`src/rtl/irqc_pkg.sv`:
```
package irqc_pkg;
  localparam int NSRC    = 5;
  localparam int ADDR_W  = 2;
  localparam int REG_EN  = 0;
  localparam int REG_PRI = 1;
  localparam int REG_TYP = 2;
  localparam int GLB_BIT = 7;
  // source index of each external pin in the tie-break order
  function automatic int ext_src(input int pin);
    return pin * 2;
  endfunction
endpackage

```
`src/rtl/irqc_ext_sample.sv`:
```
module irqc_ext_sample (
  input  logic clk,
  input  logic rst,
  input  logic smp_en,
  input  logic pin_n,
  input  logic edge_mode,
  input  logic clr,
  output logic req
);
  logic lvl_q;
  logic flag_q;

  always_ff @(posedge clk) begin
    if (rst) begin
      lvl_q  <= 1'b1;
      flag_q <= 1'b0;
    end else begin
      if (smp_en) lvl_q <= pin_n;
      // a new edge beats the clear from an issue in the same cycle
      if (smp_en && edge_mode && lvl_q && !pin_n) flag_q <= 1'b1;
      else if (clr) flag_q <= 1'b0;
    end
  end

  assign req = edge_mode ? flag_q : ~lvl_q;
endmodule

```
`src/rtl/irqc_pick.sv`:
```
module irqc_pick #(
  parameter int N  = 5,
  localparam int IW = (N > 1) ? $clog2(N) : 1
) (
  input  logic [N-1:0]  req,
  output logic          hit,
  output logic [IW-1:0] idx
);
  always_comb begin
    hit = |req;
    idx = '0;
    for (int i = N - 1; i >= 0; i--) begin
      if (req[i]) idx = IW'(i);
    end
  end
endmodule

```
`src/rtl/irqc_level_track.sv`:
```
module irqc_level_track (
  input  logic clk,
  input  logic rst,
  input  logic ret,
  input  logic set_hi,
  input  logic set_lo,
  output logic ins_hi,
  output logic ins_lo
);
  always_ff @(posedge clk) begin
    if (rst) begin
      ins_hi <= 1'b0;
      ins_lo <= 1'b0;
    end else begin
      if (ret) begin
        if (ins_hi) ins_hi <= 1'b0;
        else        ins_lo <= 1'b0;
      end
      if (set_hi) ins_hi <= 1'b1;
      if (set_lo) ins_lo <= 1'b1;
    end
  end
endmodule

```
`src/rtl/irqc_top.sv`:
```
module irqc_top #(
  parameter int VEC_W    = 16,
  parameter int VEC_BASE = 3,
  parameter int VEC_STEP = 8,
  parameter int DATA_W   = 8
) (
  input  logic                         clk,
  input  logic                         rst,
  input  logic                         reg_we,
  input  logic [irqc_pkg::ADDR_W-1:0]  reg_addr,
  input  logic [DATA_W-1:0]            reg_wdata,
  output logic [DATA_W-1:0]            reg_rdata,
  input  logic                         smp_tick,
  input  logic                         instr_last,
  input  logic                         instr_holdoff,
  input  logic                         reti,
  input  logic [1:0]                   ext_n,
  input  logic [1:0]                   tmr_ovf,
  input  logic                         ser_tx_done,
  input  logic                         ser_rx_done,
  output logic                         call_req,
  output logic [VEC_W-1:0]             call_vec,
  input  logic                         call_ack
);
  import irqc_pkg::*;
  localparam int IW = $clog2(NSRC);
  localparam int AW = irqc_pkg::ADDR_W;

  logic [DATA_W-1:0] en_q;
  logic [NSRC-1:0]   pri_q;
  logic [1:0]        typ_q;
  logic [1:0]        tmr_q;
  logic              ser_q;
  logic [1:0]        ext_req;
  logic [NSRC-1:0]   src, pend;
  logic              hi_hit, lo_hit;
  logic [IW-1:0]     hi_idx, lo_idx, sel_idx;
  logic              poll, take_hi, take_lo, issue;
  logic              ins_hi, ins_lo;

  // software registers and read path
  always_ff @(posedge clk) begin
    if (rst) begin
      en_q      <= '0;
      pri_q     <= '0;
      typ_q     <= '0;
      reg_rdata <= '0;
    end else begin
      if (reg_we) begin
        case (reg_addr)
          AW'(REG_EN):  en_q  <= reg_wdata;
          AW'(REG_PRI): pri_q <= reg_wdata[NSRC-1:0];
          AW'(REG_TYP): typ_q <= {reg_wdata[2], reg_wdata[0]};
          default: ;
        endcase
      end
      case (reg_addr)
        AW'(REG_EN):  reg_rdata <= en_q;
        AW'(REG_PRI): reg_rdata <= DATA_W'(pri_q);
        AW'(REG_TYP): reg_rdata <= DATA_W'({typ_q[1], 1'b0, typ_q[0]});
        default:      reg_rdata <= '0;
      endcase
    end
  end

  // sampled peripheral flags
  always_ff @(posedge clk) begin
    if (rst) begin
      tmr_q <= '0;
      ser_q <= 1'b0;
    end else if (smp_tick) begin
      tmr_q <= tmr_ovf;
      ser_q <= ser_tx_done | ser_rx_done;
    end
  end

  for (genvar g = 0; g < 2; g++) begin : g_ext
    irqc_ext_sample u_smp (
      .clk       (clk),
      .rst       (rst),
      .smp_en    (smp_tick),
      .pin_n     (ext_n[g]),
      .edge_mode (typ_q[g]),
      .clr       (issue && (sel_idx == IW'(ext_src(g)))),
      .req       (ext_req[g])
    );
  end

  assign src  = {ser_q, tmr_q[1], ext_req[1], tmr_q[0], ext_req[0]};
  assign pend = src & en_q[NSRC-1:0] & {NSRC{en_q[GLB_BIT]}};

  irqc_pick #(.N(NSRC)) u_pick_hi (.req(pend & pri_q),  .hit(hi_hit), .idx(hi_idx));
  irqc_pick #(.N(NSRC)) u_pick_lo (.req(pend & ~pri_q), .hit(lo_hit), .idx(lo_idx));

  assign poll    = instr_last & ~instr_holdoff & ~call_req;
  assign take_hi = poll & hi_hit & ~ins_hi;
  assign take_lo = poll & ~take_hi & lo_hit & ~ins_hi & ~ins_lo;
  assign issue   = take_hi | take_lo;
  assign sel_idx = take_hi ? hi_idx : lo_idx;

  always_ff @(posedge clk) begin
    if (rst) begin
      call_req <= 1'b0;
      call_vec <= '0;
    end else if (issue) begin
      call_req <= 1'b1;
      call_vec <= VEC_W'(VEC_BASE + VEC_STEP * int'(sel_idx));
    end else if (call_ack) begin
      call_req <= 1'b0;
    end
  end

  irqc_level_track u_lvl (
    .clk    (clk),
    .rst    (rst),
    .ret    (reti),
    .set_hi (take_hi),
    .set_lo (take_lo),
    .ins_hi (ins_hi),
    .ins_lo (ins_lo)
  );
endmodule

```
`config.mk`:
```
export PLATFORM = sky130hd
export DESIGN_NAME = irqc_top
export DESIGN_NICKNAME = d
export VERILOG_FILES = /design/src/rtl/irqc_pkg.sv /design/src/rtl/irqc_ext_sample.sv /design/src/rtl/irqc_pick.sv /design/src/rtl/irqc_level_track.sv /design/src/rtl/irqc_top.sv
export SDC_FILE = /design/constraint.sdc
export NUM_CORES = 1
export LEC_CHECK = 0
export BUFFER_PORTS_ARGS = -buffer_cell sky130_fd_sc_hd__buf_2
export CORE_ASPECT_RATIO = 0.8
export CORE_MARGIN = 2
export CORE_UTILIZATION = 55
export DETAILED_ROUTE_END_ITERATION = 10
export PLACE_DENSITY = 0.79
export SYNTH_ARGS = -nofsm -noshare
export SYNTH_HDL_FRONTEND = slang
export SYNTH_HIERARCHICAL = 1
export SYNTH_SLANG_ARGS = --single-unit
export TNS_END_PERCENT = 30
```
`constraint.sdc`:
```
create_clock -name clk -period 3.2 [get_ports clk]
set_clock_uncertainty 0.15 [all_clocks]
set_input_delay 0.48 -clock clk [delete_from_list [all_inputs] [get_ports clk]]
set_output_delay 0.48 -clock clk [all_outputs]
set_load 0.01 [all_outputs]
```
# Yosys cells after proc, flatten, opt, wreduce, memory -nomap -nowiden
# Cells that the tools add are included.
# op_classes
n_addsub,1
n_eq_ne,4
muxes,25
bitwise_logic,22
n_reduce_logical,23
# ops
cell,count
3-bit two-way mux,11
8-bit one-hot mux with 3 select lines,1
5-bit AND,4
1-bit two-way mux,13
2-bit nonzero test,5
5-bit OR reduction,2
1-bit AND,8
1-bit logical AND,8
2-bit AND reduction,4
"2-bit by 6-bit adder with 7-bit output, first input constant",1
1-bit inverter,7
5-bit inverter,1
"3-bit by 2-bit equality test with 1-bit output, second input constant",1
3-bit zero test,1
"2-bit by 1-bit equality test with 1-bit output, second input constant",1
"2-bit equality test, second input constant",1
1-bit zero test,2
2-bit zero test,1
"2-bit inequality test, second input constant",1
1-bit bitwise OR,2
# word_totals
register_bits,49
in_bits,24
output_inout_bits,25
word_cells,89

# Depth between registers and ports, before layout
# Gate-level depths: netlist of run 1.
# logic_depth
ltp_word,17
ltp_mapped,12
ltp_nobuf,11

# Modules after synthesis
# Netlist of run 1, hierarchy kept.
# by_module_without_submodules
module,n_inst,cells_each,area_per_inst_um2,seq_area_each_um2
irqc_top,1,160,1442.6,620.6
irqc_ext_sample,2,9,83.8,40.0
irqc_pick,2,8,48.8,0.0
irqc_level_track,1,8,78.8,40.0

# Worst setup path before layout of run 1
# Ideal clock, no wire load.
# synth_timing
path_kind,reg-to-reg
start,reg typ_q[0]
end,reg g_ext[0].u_smp.flag_q
setup_time_ns,0.117
arrival_ns,1.747
required_time_ns,2.933
slack_ns,1.186
path_stages_with_launch,13
path_buffers,1
synth_period_minus_slack_ns,2.014
cell_sequence,dfxtp_1 > nand2_1 > o21ai_0 > nand3_1 > nor2_1 > nor4_2 > nand2b_1 > buf_2 > nor4b_2 > o21ai_1 > nor3_1 > nand2b_1 > a21oi_1
# synth_between
elab_chain_cells,15
word_cells_on_any_way,25
cone_classes,mux: 5; bitwise: 12; reduce/logical: 8
# synth_rtl
element,line_no,text
from (decl),irqc_top.sv:31,logic [1:0] typ_q;
from (signal assigned),irqc_top.sv:53,"AW'(REG_TYP): typ_q <= {reg_wdata[2], reg_wdata[0]};"
1-bit two-way mux *,irqc_ext_sample.sv:25,assign req = edge_mode ? flag_q : ~lvl_q;
named net ext_req[0],irqc_top.sv:34,logic [1:0] ext_req;
5-bit AND * (2 in series),irqc_top.sv:90,assign pend = src & en_q[NSRC-1:0] & {NSRC{en_q[GLB_BIT]}};
5-bit AND *,irqc_top.sv:92,"irqc_pick #(.N(NSRC)) u_pick_hi (.req(pend & pri_q), .hit(hi_hit), .idx(hi_idx));"
5-bit OR reduction *,irqc_pick.sv:10,hit = |req;
named net hi_hit,irqc_top.sv:36,"logic hi_hit, lo_hit;"
1-bit AND * (2 in series),irqc_top.sv:96,assign take_hi = poll & hi_hit & ~ins_hi;
1-bit inverter,irqc_top.sv:97,assign take_lo = poll & ~take_hi & lo_hit & ~ins_hi & ~ins_lo;
1-bit AND (4 in series),irqc_top.sv:97,
1-bit bitwise OR,irqc_top.sv:98,assign issue = take_hi | take_lo;
1-bit logical AND *,irqc_top.sv:84,".clr (issue && (sel_idx == IW'(ext_src(g)))),"
2-bit nonzero test (no line) *,-,
to (signal assigned),irqc_ext_sample.sv:16,flag_q <= 1'b0;
to (signal assigned),irqc_ext_sample.sv:20,if (smp_en && edge_mode && lvl_q && !pin_n) flag_q <= 1'b1;
to (signal assigned),irqc_ext_sample.sv:21,else if (clr) flag_q <= 1'b0;
to (decl),irqc_ext_sample.sv:11,logic flag_q;
# Mark *: on every way through the listed nets, which the timed path passes. The rest lies on a longest branch.
# A chain may end at the register's enable or synchronous reset.

# Final worst setup path of run 1
# Ends and elaborated chain as after synthesis.

==> impl_metrics.csv, run 1 <==
group,metric,value,unit
sta,period_minus_slack,2.332,ns
critical_path,cp-start-kind,"flip-flop",
final_layout,syn_to_final_growth,13.73,%
final_layout,final_cells,276,
detailed_routing,wl_met3,247,um
global_routing,grt.overflow.total,0,
clocking,cts_max_path_buffers,2,
final_layout,drive_above_1_share,22.03,%
critical_path,crit_slowest_cell,"dfxtp_1",
detailed_routing,drc,0,
sta,fin_crit_sh,72.89,%
global_routing,first_global_vias,1238,
detailed_routing,ant_nets,0,
final_layout,nets,259,
final_layout,final_area,2032,um2
placement,placed_area,1916,um2
critical_path,cp-end-kind,"flip-flop",
detailed_routing,viasPerCell,5.145,
global_routing,grt_max_degree,32,
detailed_routing,drtIter0Drc,143,
logic_synthesis,netlist_area,1787,um2
logic_synthesis,ys_ff_latch,37,
sta,setup_violations,0,
detailed_routing,met1_length,1.692,mm
detailed_routing,drtPass1Iterations,4,
clocking,root_buffer,"clkbuf_8",
detailed_routing,dr.max_layer_used,"met4",
logic_synthesis,synthTopCellsByArea,"dfxtp_1 (41%), mux2i_1 (11%), nor2_1 (5.9%)",
placement,place_inst,268,
critical_path,critPathMostFrequentCell,"nand2b_1",
outcome,status,"complete, no violations",
floorplan,die_y,54.98,um
critical_path,cp_max_fo,8,
detailed_routing,vias,1420,
sta,final.setup.tns,0,ns
clocking,clk_latency,0.29,ns
power,cellLeakagePower,0.8928,nW
detailed_routing,route.met2.wl,1.531,mm
sta,grt_setup_unrepaired,"false",
global_routing,grtUsageTotal,21.19,%
placement,place_congestion,0.7983,
final_layout,antenna_cells,0,
critical_path,path_cells,"nand2_1 > o21ai_0 > nand3_1 > nor2_1 > nor4_2 > nand2b_1 > nor4b_2 > o21ai_1 > nor3_1 > nand2b_1 > a21oi_1",
critical_path,crit_required,3.21,ns
clocking,htreeDepth,2,
sta,finalMaxSlewViolations,0,
logic_synthesis,synth_top_cell_by_area,"dfxtp_1",
floorplan,core-area,3085,um2
power,pwr_density_cell,476.1,nW/um2
sta,fmax,0.4287,GHz
clocking,cts_buffers,5,
logic_synthesis,yosysWarnings,6,
sta,slew-limit-headroom,41.37,%
critical_path,cp.arrival,2.34,ns
final_layout,final_cell_mix,"dfxtp_1 (37), buf_2 (37), nor2_1 (28)",
sta,worst_pin_slew,0.8755,ns
floorplan,initial_core_util,57.91,%
clocking,ctsHoldBuffers,0,
placement,port_buffers,37,
floorplan,dieWidth,67.73,um
logic_synthesis,yosys.area.top_type_share,41.46,%
detailed_routing,wire_per_inst,12.71,um
floorplan,num_rows,18,
clocking,cts-resized-gates,0,
global_routing,grt_pass1_wl,5.637,mm
logic_synthesis,ys_types,36,
logic_synthesis,syn_area_per_cell,8.845,um2
clocking,cts_tree,"done",
critical_path,cpPeakStageDelay,0.34,ns
clocking,postCtsSetupRepairBufs,0,
floorplan,dieArea,3724,um2
clocking,cts_sinks,37,
logic_synthesis,syn_inst,202,
detailed_routing,routed_wl,3.509,mm
sta,holdWs,0.2336,ns
min_path,hp-class,"in2reg",
sta,finalHoldViolCount,0,
global_routing,antenna_found_initial,0,
logic_synthesis,ys_seq_area_share,41.46,%
critical_path,crit_type,"reg2reg",
floorplan,ios,49,
power,irDropWorstVdd,0.3440,mV
flow_run,maxCapViolCount,0,
placement,dp_hpwl,2.516,mm
clocking,cts.clk_slew.worst_paths,0.07,ns
-- final cells by class --
cell class | instances | area, um2
Fill cell | 253 | 1054
Tap cell | 40 | 50.05
Timing Repair Buffer | 37 | 185.2
Clock buffer | 7 | 86.33
Multi-Input combinational cell | 144 | 902.1
Clock inverter | 1 | 30.03
Inverter | 10 | 37.54
Sequential cell | 37 | 740.7
-- synthesized netlist by cell type (all sizes together) --
| master | n |
|---|---|
| o211a | 2 |
| o21a | 3 |
| nor4b | 2 |
| dfxtp | 37 |
| buf | 18 |
| a211oi | 2 |
| inv | 9 |
| nor2b | 6 |
| clkinv | 1 |
| nand3 | 10 |
| o211ai | 1 |
| nor3b | 1 |
| nand4b | 2 |
| a211o | 2 |
| or2 | 2 |
| nor3 | 8 |
| nor2 | 28 |
| and2 | 6 |
| mux2 | 1 |
| o21ai | 3 |
| mux2i | 19 |
| conb | 1 |
| a21oi | 12 |
| clkbuf | 3 |
| nand3b | 2 |
| nor4 | 2 |
| nand2 | 11 |
| nand2b | 7 |
| and3b | 1 |
-- final timing paths --
check	endpoint	from	cells past startpoint	slack, ns
setup / recovery	g_ext[0].u_smp/flag_q	typ_q[0]	11	0.87
hold / removal	u_lvl/ins_lo	reti	2	0.23
setup reg to reg	g_ext[0].u_smp/flag_q	typ_q[0]	11	0.87
hold reg to reg	reg_rdata[6]	en_q[6]	1	0.30
-- per-layer routing --
metal,vias up,GRT usage (%)
li1,720,-
met2,40,30.88
met1,655,29.11
met5,-,0
met3,5,6.680
met4,0,8.503
-- flip-flops by register name, summed over array words and instances (netlist names), 2 cells and up --
name / cells
en_q: 8
reg_rdata: 8
pri_q: 5
call_vec: 4
g_ext.u_smp/flag_q: 2
g_ext.u_smp/lvl_q: 2
tmr_q: 2
typ_q: 2
-- where the power goes --
part	total, mW	internal [mW]	switching (mW)
sequential	0.483	0.473	0.0101
combinational	0.0711	0.0295	0.0417
clock	0.413	0.254	0.160
total	0.967	0.756	0.211
-- worst max-delay path: cells and delay by family (launching register included) --
| family | cells | cell delay [ns] |
|---|---|---|
| compound gates | 3 | 0.26 |
| flops | 1 | 0.34 |
| simple gates | 8 | 1.45 |
-- kinds of logic after synthesis --
kind of cell / after synthesis / synth area share (%)
and+or+nand+nor: 88 / 27.17
buffers and inverters: 31 / 10.15
AOI/OAI and AO/OA: 25 / 9.734
DFF: 37 / 41.46
muxes: 20 / 11.27
other: 1 / 0.2099
-- through the flow --
stage / total power [mW] / setup WS (ns) / util, %
global route: 0.9993 / 0.5718 / 65.86
global placement: 0.5627 / 0.9752 / 62.08
CTS: 0.9709 / 0.8832 / 65.86
detailed placement: 0.5634 / 0.9017 / 62.08
floorplan: 0.5473 / 1.186 / -
finish: 0.9673 / 0.8676 / 65.86
Power figures use the tool's default switching activity.
==> run 2: changes to the inputs <==
- CORE_UTILIZATION: 55 -> 51
- PLACE_DENSITY: 0.79 -> 0.74
- clock period: 3.2 -> 2.3 ns (I/O delays scaled with it)
==> impl_metrics.csv, run 2 (synthesis results as in run 1) <==
group,metric,value,unit
final_layout,final_cell_mix,"buf_2 (37), dfxtp_1 (35), nor2_1 (24)",
placement,place_inst,274,
sta,fin_crit_sh,92.98,%
detailed_routing,ant_nets,0,
critical_path,critPathMostFrequentCell,"nand2b_1",
detailed_routing,vias,1426,
sta,finalHoldViolCount,0,
floorplan,initial_core_util,52.56,%
critical_path,cp.arrival,2.15,ns
global_routing,first_global_vias,1259,
sta,period_minus_slack,2.138,ns
clocking,htreeDepth,2,
detailed_routing,wire_per_inst,12.35,um
global_routing,antenna_found_initial,0,
floorplan,dieArea,3996,um2
final_layout,final_core_util,61.28,%
final_layout,syn_to_final_growth,16.60,%
floorplan,num_rows,19,
final_layout,final_cells,285,
critical_path,path_delay_family,"simple AND/OR/NAND/NOR gates",
sta,setup_violations,0,
critical_path,cp-end-kind,"flip-flop",
critical_path,cp-start-kind,"flip-flop",
final_layout,fill_cells,322,
floorplan,core-area,3400,um2
clocking,root_buffer,"clkbuf_8",
critical_path,crit_required,2.31,ns
critical_path,cpPeakStageDelay,0.47,ns
final_layout,reg.largest.list,"en_q x8, reg_rdata x8, pri_q x5",
critical_path,worstSetupPathDepth,8,
clocking,ctsHoldBuffers,0,
min_path,hold_depth,2,
floorplan,dieWidth,70.18,um
clocking,clk_latency,0.29,ns
final_layout,final_area,2083,um2
global_routing,grt.overflow.total,0,
power,irDropWorstVdd,0.4503,mV
floorplan,ios,49,
clocking,cts_max_path_buffers,2,
clocking,cts.clk_slew.worst_paths,0.08,ns
placement,place_congestion,0.7781,
detailed_routing,drtPass1Iterations,4,
power,cellLeakagePower,0.9047,nW
clocking,cts_sinks,37,
critical_path,crit_start,"en_q[7]",
final_layout,final_common_cell,"buf_2",
sta,finalMaxSlewViolations,0,
placement,place_ws,0.1328,ns
critical_path,crit_slowest_cell,"dfxtp_1",
sta,holdWs,0.09998,ns
min_path,hp-start,"reti",
detailed_routing,routed_wl,3.521,mm
power,pwr_density_cell,589.7,nW/um2
sta,fin_ws,0.1616,ns
detailed_routing,drc,0,
sta,fmax,0.4676,GHz
clocking,cts_tree,"done",
global_routing,grt_max_degree,24,
flow_run,maxCapViolCount,0,
outcome,status,"complete, no violations",
min_path,hp-class,"in2reg",
sta,final.setup.tns,0,ns
power,total_power,1.228,mW
global_routing,grt_pass1_wl,5.706,mm
placement,placed_area,1948,um2
detailed_routing,viasPerCell,5.004,
final_layout,drive_above_1_share,28.40,%
critical_path,cp_max_fo,7,
critical_path,reg2regPathDepth,8,
critical_path,r2r_start,"en_q[7]",
global_routing,grtUsageTotal,18.65,%
final_layout,antenna_cells,0,
clocking,cts_buffers,5,
critical_path,crit_type,"reg2reg",
final_layout,nets,266,
final_layout,multiInputGateArea,920.9,um2
critical_path,crit_buf_inv,0,
critical_path,path_cells,"nand3_1 > nor2_1 > nor4_2 > nand2b_1 > mux2_2 > nor3_1 > nand2b_1 > a21oi_1",
final_layout,register_area,743.2,um2
floorplan,die_y,56.94,um
detailed_routing,drtIter0Drc,154,
placement,port_buffers,37,
placement,dp_hpwl,2.615,mm
run 2: cell count changes in the layout (fill, tap and decap cells not counted), sizes merged:
cell,delta
clkinvlp,+3
buf,+7
bufinv,-1
clkbuf,-2
run 2: metal layers:
layer	wire length (um)	GRT usage (%)	up-vias
met4	29	6.319	0
met2	1514	26.26	40
met1	1780	25.86	646
met5	0	0	-
met3	195	7.951	4
li1	-	-	736
run 2: path summary, 6_finish.rpt:
kind	to	slack, ns
worst max-delay path	g_ext[0].u_smp/flag_q	0.16
worst min-delay path	u_lvl/ins_lo	0.1
worst max register to register	g_ext[0].u_smp/flag_q	0.16
worst min register to register	reg_rdata[6]	0.31
run 2: timing repair:
action,CTS,global route
gates resized for setup,0,10
setup endpoints to repair,0,2
setup buffers,0,3
run 2: cell type report:
class | instances | share of cell area, %
Clock buffer | 5 | 3.303
Clock inverter | 3 | 1.081
Timing Repair Buffer | 44 | 11.41
Multi-Input combinational cell | 144 | 44.20
Tap cell | 42 | 2.523
Inverter | 10 | 1.802
Sequential cell | 37 | 35.68
run 2: report_power, final:
group          internal, mW  total (mW)  switching [mW]
sequential            0.657       0.671          0.0140
combinational        0.0431       0.102          0.0587
clock                 0.212       0.455           0.243
==> run 3: changes to the inputs <==
- RECOVER_POWER: not set -> 50
==> impl_metrics.csv, run 3 (synthesis results as in run 1) <==
group,metric,value,unit
sta,setup_violations,0,
min_path,hp-start,"reti",
critical_path,crit_start,"en_q[7]",
clocking,htreeDepth,2,
clocking,clk_latency,0.30,ns
detailed_routing,drc,0,
clocking,cts_max_path_buffers,2,
flow_run,maxCapViolCount,0,
floorplan,num_rows,19,
outcome,status,"complete, no violations",
final_layout,multiInputGateArea,915.9,um2
floorplan,dieArea,3996,um2
critical_path,crit_required,2.31,ns
sta,finalMaxSlewViolations,0,
floorplan,dieWidth,70.18,um
final_layout,final_core_util,60.73,%
critical_path,crit_slowest_cell,"dfxtp_1",
clocking,cts.clk_slew.worst_paths,0.08,ns
clocking,cts_buffers,5,
global_routing,grt_max_degree,24,
final_layout,final_common_cell,"dfxtp_1",
final_layout,register_area,743.2,um2
final_layout,antenna_cells,0,
critical_path,cpPeakStageDelay,0.47,ns
final_layout,reg.largest.list,"en_q x8, reg_rdata x8, pri_q x5",
floorplan,ios,49,
critical_path,critPathMostFrequentCell,"nand2b_1",
critical_path,cp-end-kind,"flip-flop",
sta,fmax,0.4642,GHz
clocking,cts_tree,"done",
detailed_routing,viasPerCell,5.067,
global_routing,grt_pass1_wl,5.706,mm
min_path,hp-class,"in2reg",
global_routing,antenna_found_initial,0,
final_layout,syn_to_final_growth,15.55,%
sta,worst_pin_slew,0.6046,ns
critical_path,crit_type,"reg2reg",
power,irDropWorstVdd,0.4486,mV
clocking,cts_sinks,37,
power,cellLeakagePower,0.8739,nW
detailed_routing,drtIter0Drc,139,
sta,finalHoldViolCount,0,
power,pwr_density_cell,594.6,nW/um2
placement,place_inst,274,
clocking,root_buffer,"clkbuf_8",
final_layout,fill_cells,328,
detailed_routing,ant_nets,0,
sta,fin_ws,0.1456,ns
detailed_routing,routed_wl,3.516,mm
final_layout,nets,266,
sta,fin_crit_sh,93.67,%
global_routing,grt.overflow.total,0,
sta,period_minus_slack,2.154,ns
sta,slew-limit-headroom,59.69,%
floorplan,core-area,3400,um2
placement,port_buffers,37,
sta,final.setup.tns,0,ns
floorplan,initial_core_util,52.56,%
final_layout,final_cells,285,
placement,dp_hpwl,2.615,mm
critical_path,cp_max_fo,7,
global_routing,first_global_vias,1259,
placement,place_ws,0.1328,ns
detailed_routing,drtPass1Iterations,4,
critical_path,path_cells,"nand3_1 > nor2_1 > nor4_2 > nand2b_1 > mux2_2 > nor3_1 > nand2b_1 > a21oi_1",
floorplan,die_y,56.94,um
final_layout,final_cell_mix,"dfxtp_1 (35), buf_2 (32), nor2_1 (24)",
critical_path,r2r_start,"en_q[7]",
detailed_routing,wire_per_inst,12.34,um
final_layout,drive_above_1_share,25.10,%
global_routing,grtUsageTotal,18.65,%
critical_path,cp-start-kind,"flip-flop",
critical_path,cp.arrival,2.16,ns
detailed_routing,vias,1444,
placement,place_congestion,0.7781,
[run 3: changes by cell type in the layout (fill, tap and decap cells not counted)]
cell,previous run,this run
and2_1,6,5
nor3b_2,1,0
and2_0,0,1
buf_4,7,5
nor3b_1,0,1
clkbuf_1,0,7
buf_2,37,32
[run 3: through the flow]
stage               hold slack [ns]  cell area, um2  power, mW
finish                      0.09644            2064      1.228
global route                0.09969            2064      1.288
CTS                         0.09480            2039      1.237
detailed placement           0.2902            1948     0.7862
global placement             0.2860            1948     0.7853
floorplan                    0.2574            1824     0.7615
[run 3: timing repair]
action                                 4_1_cts  5_1_grt
gates resized for setup                      0       10
hold buffers                                 0        0
endpoints found under the hold margin        0        0
setup buffers                                0        3
setup endpoints to repair                    0        2
[run 3: layout make-up]
cell class | instances | share of cell area, %
multi-input cells | 144 | 44.36
flip-flops and latches | 37 | 36.00
repair buffers | 44 | 10.85
clock buffers | 5 | 3.333
well taps | 42 | 2.545
inverters | 10 | 1.818
clock inverters | 3 | 1.091
[run 3: report_power, final]
group          switching, mW  total, mW  leakage, nW  internal (mW)
logic                 0.0582     0.0994        0.536         0.0412
registers             0.0138      0.671        0.301          0.657
clock network          0.245      0.457       0.0364          0.212
[run 3: final timing paths]
| kind | depth (start not counted) | slack (ns) | to |
|---|---|---|---|
| setup reg to reg | 8 | 0.15 | g_ext[0].u_smp/flag_q |
| setup / recovery | 8 | 0.15 | g_ext[0].u_smp/flag_q |
| hold reg to reg | 1 | 0.31 | reg_rdata[5] |
| hold / removal | 2 | 0.1 | u_lvl/ins_lo |
[run 3: worst max-delay path: cells and delay by family (launching register included)]
family	cells	cell delay, ns
simple gates	6	0.94
flops	1	0.47
mux	1	0.40
compound gates	1	0.05
[run 3: layer usage]
metal | global-route usage (%) | vias to the layer above | routed length (um)
met4 | 6.319 | 0 | 47
li1 | - | 735 | -
met2 | 26.26 | 44 | 1527
met5 | 0 | - | 0
met3 | 7.951 | 7 | 217
met1 | 25.86 | 658 | 1724
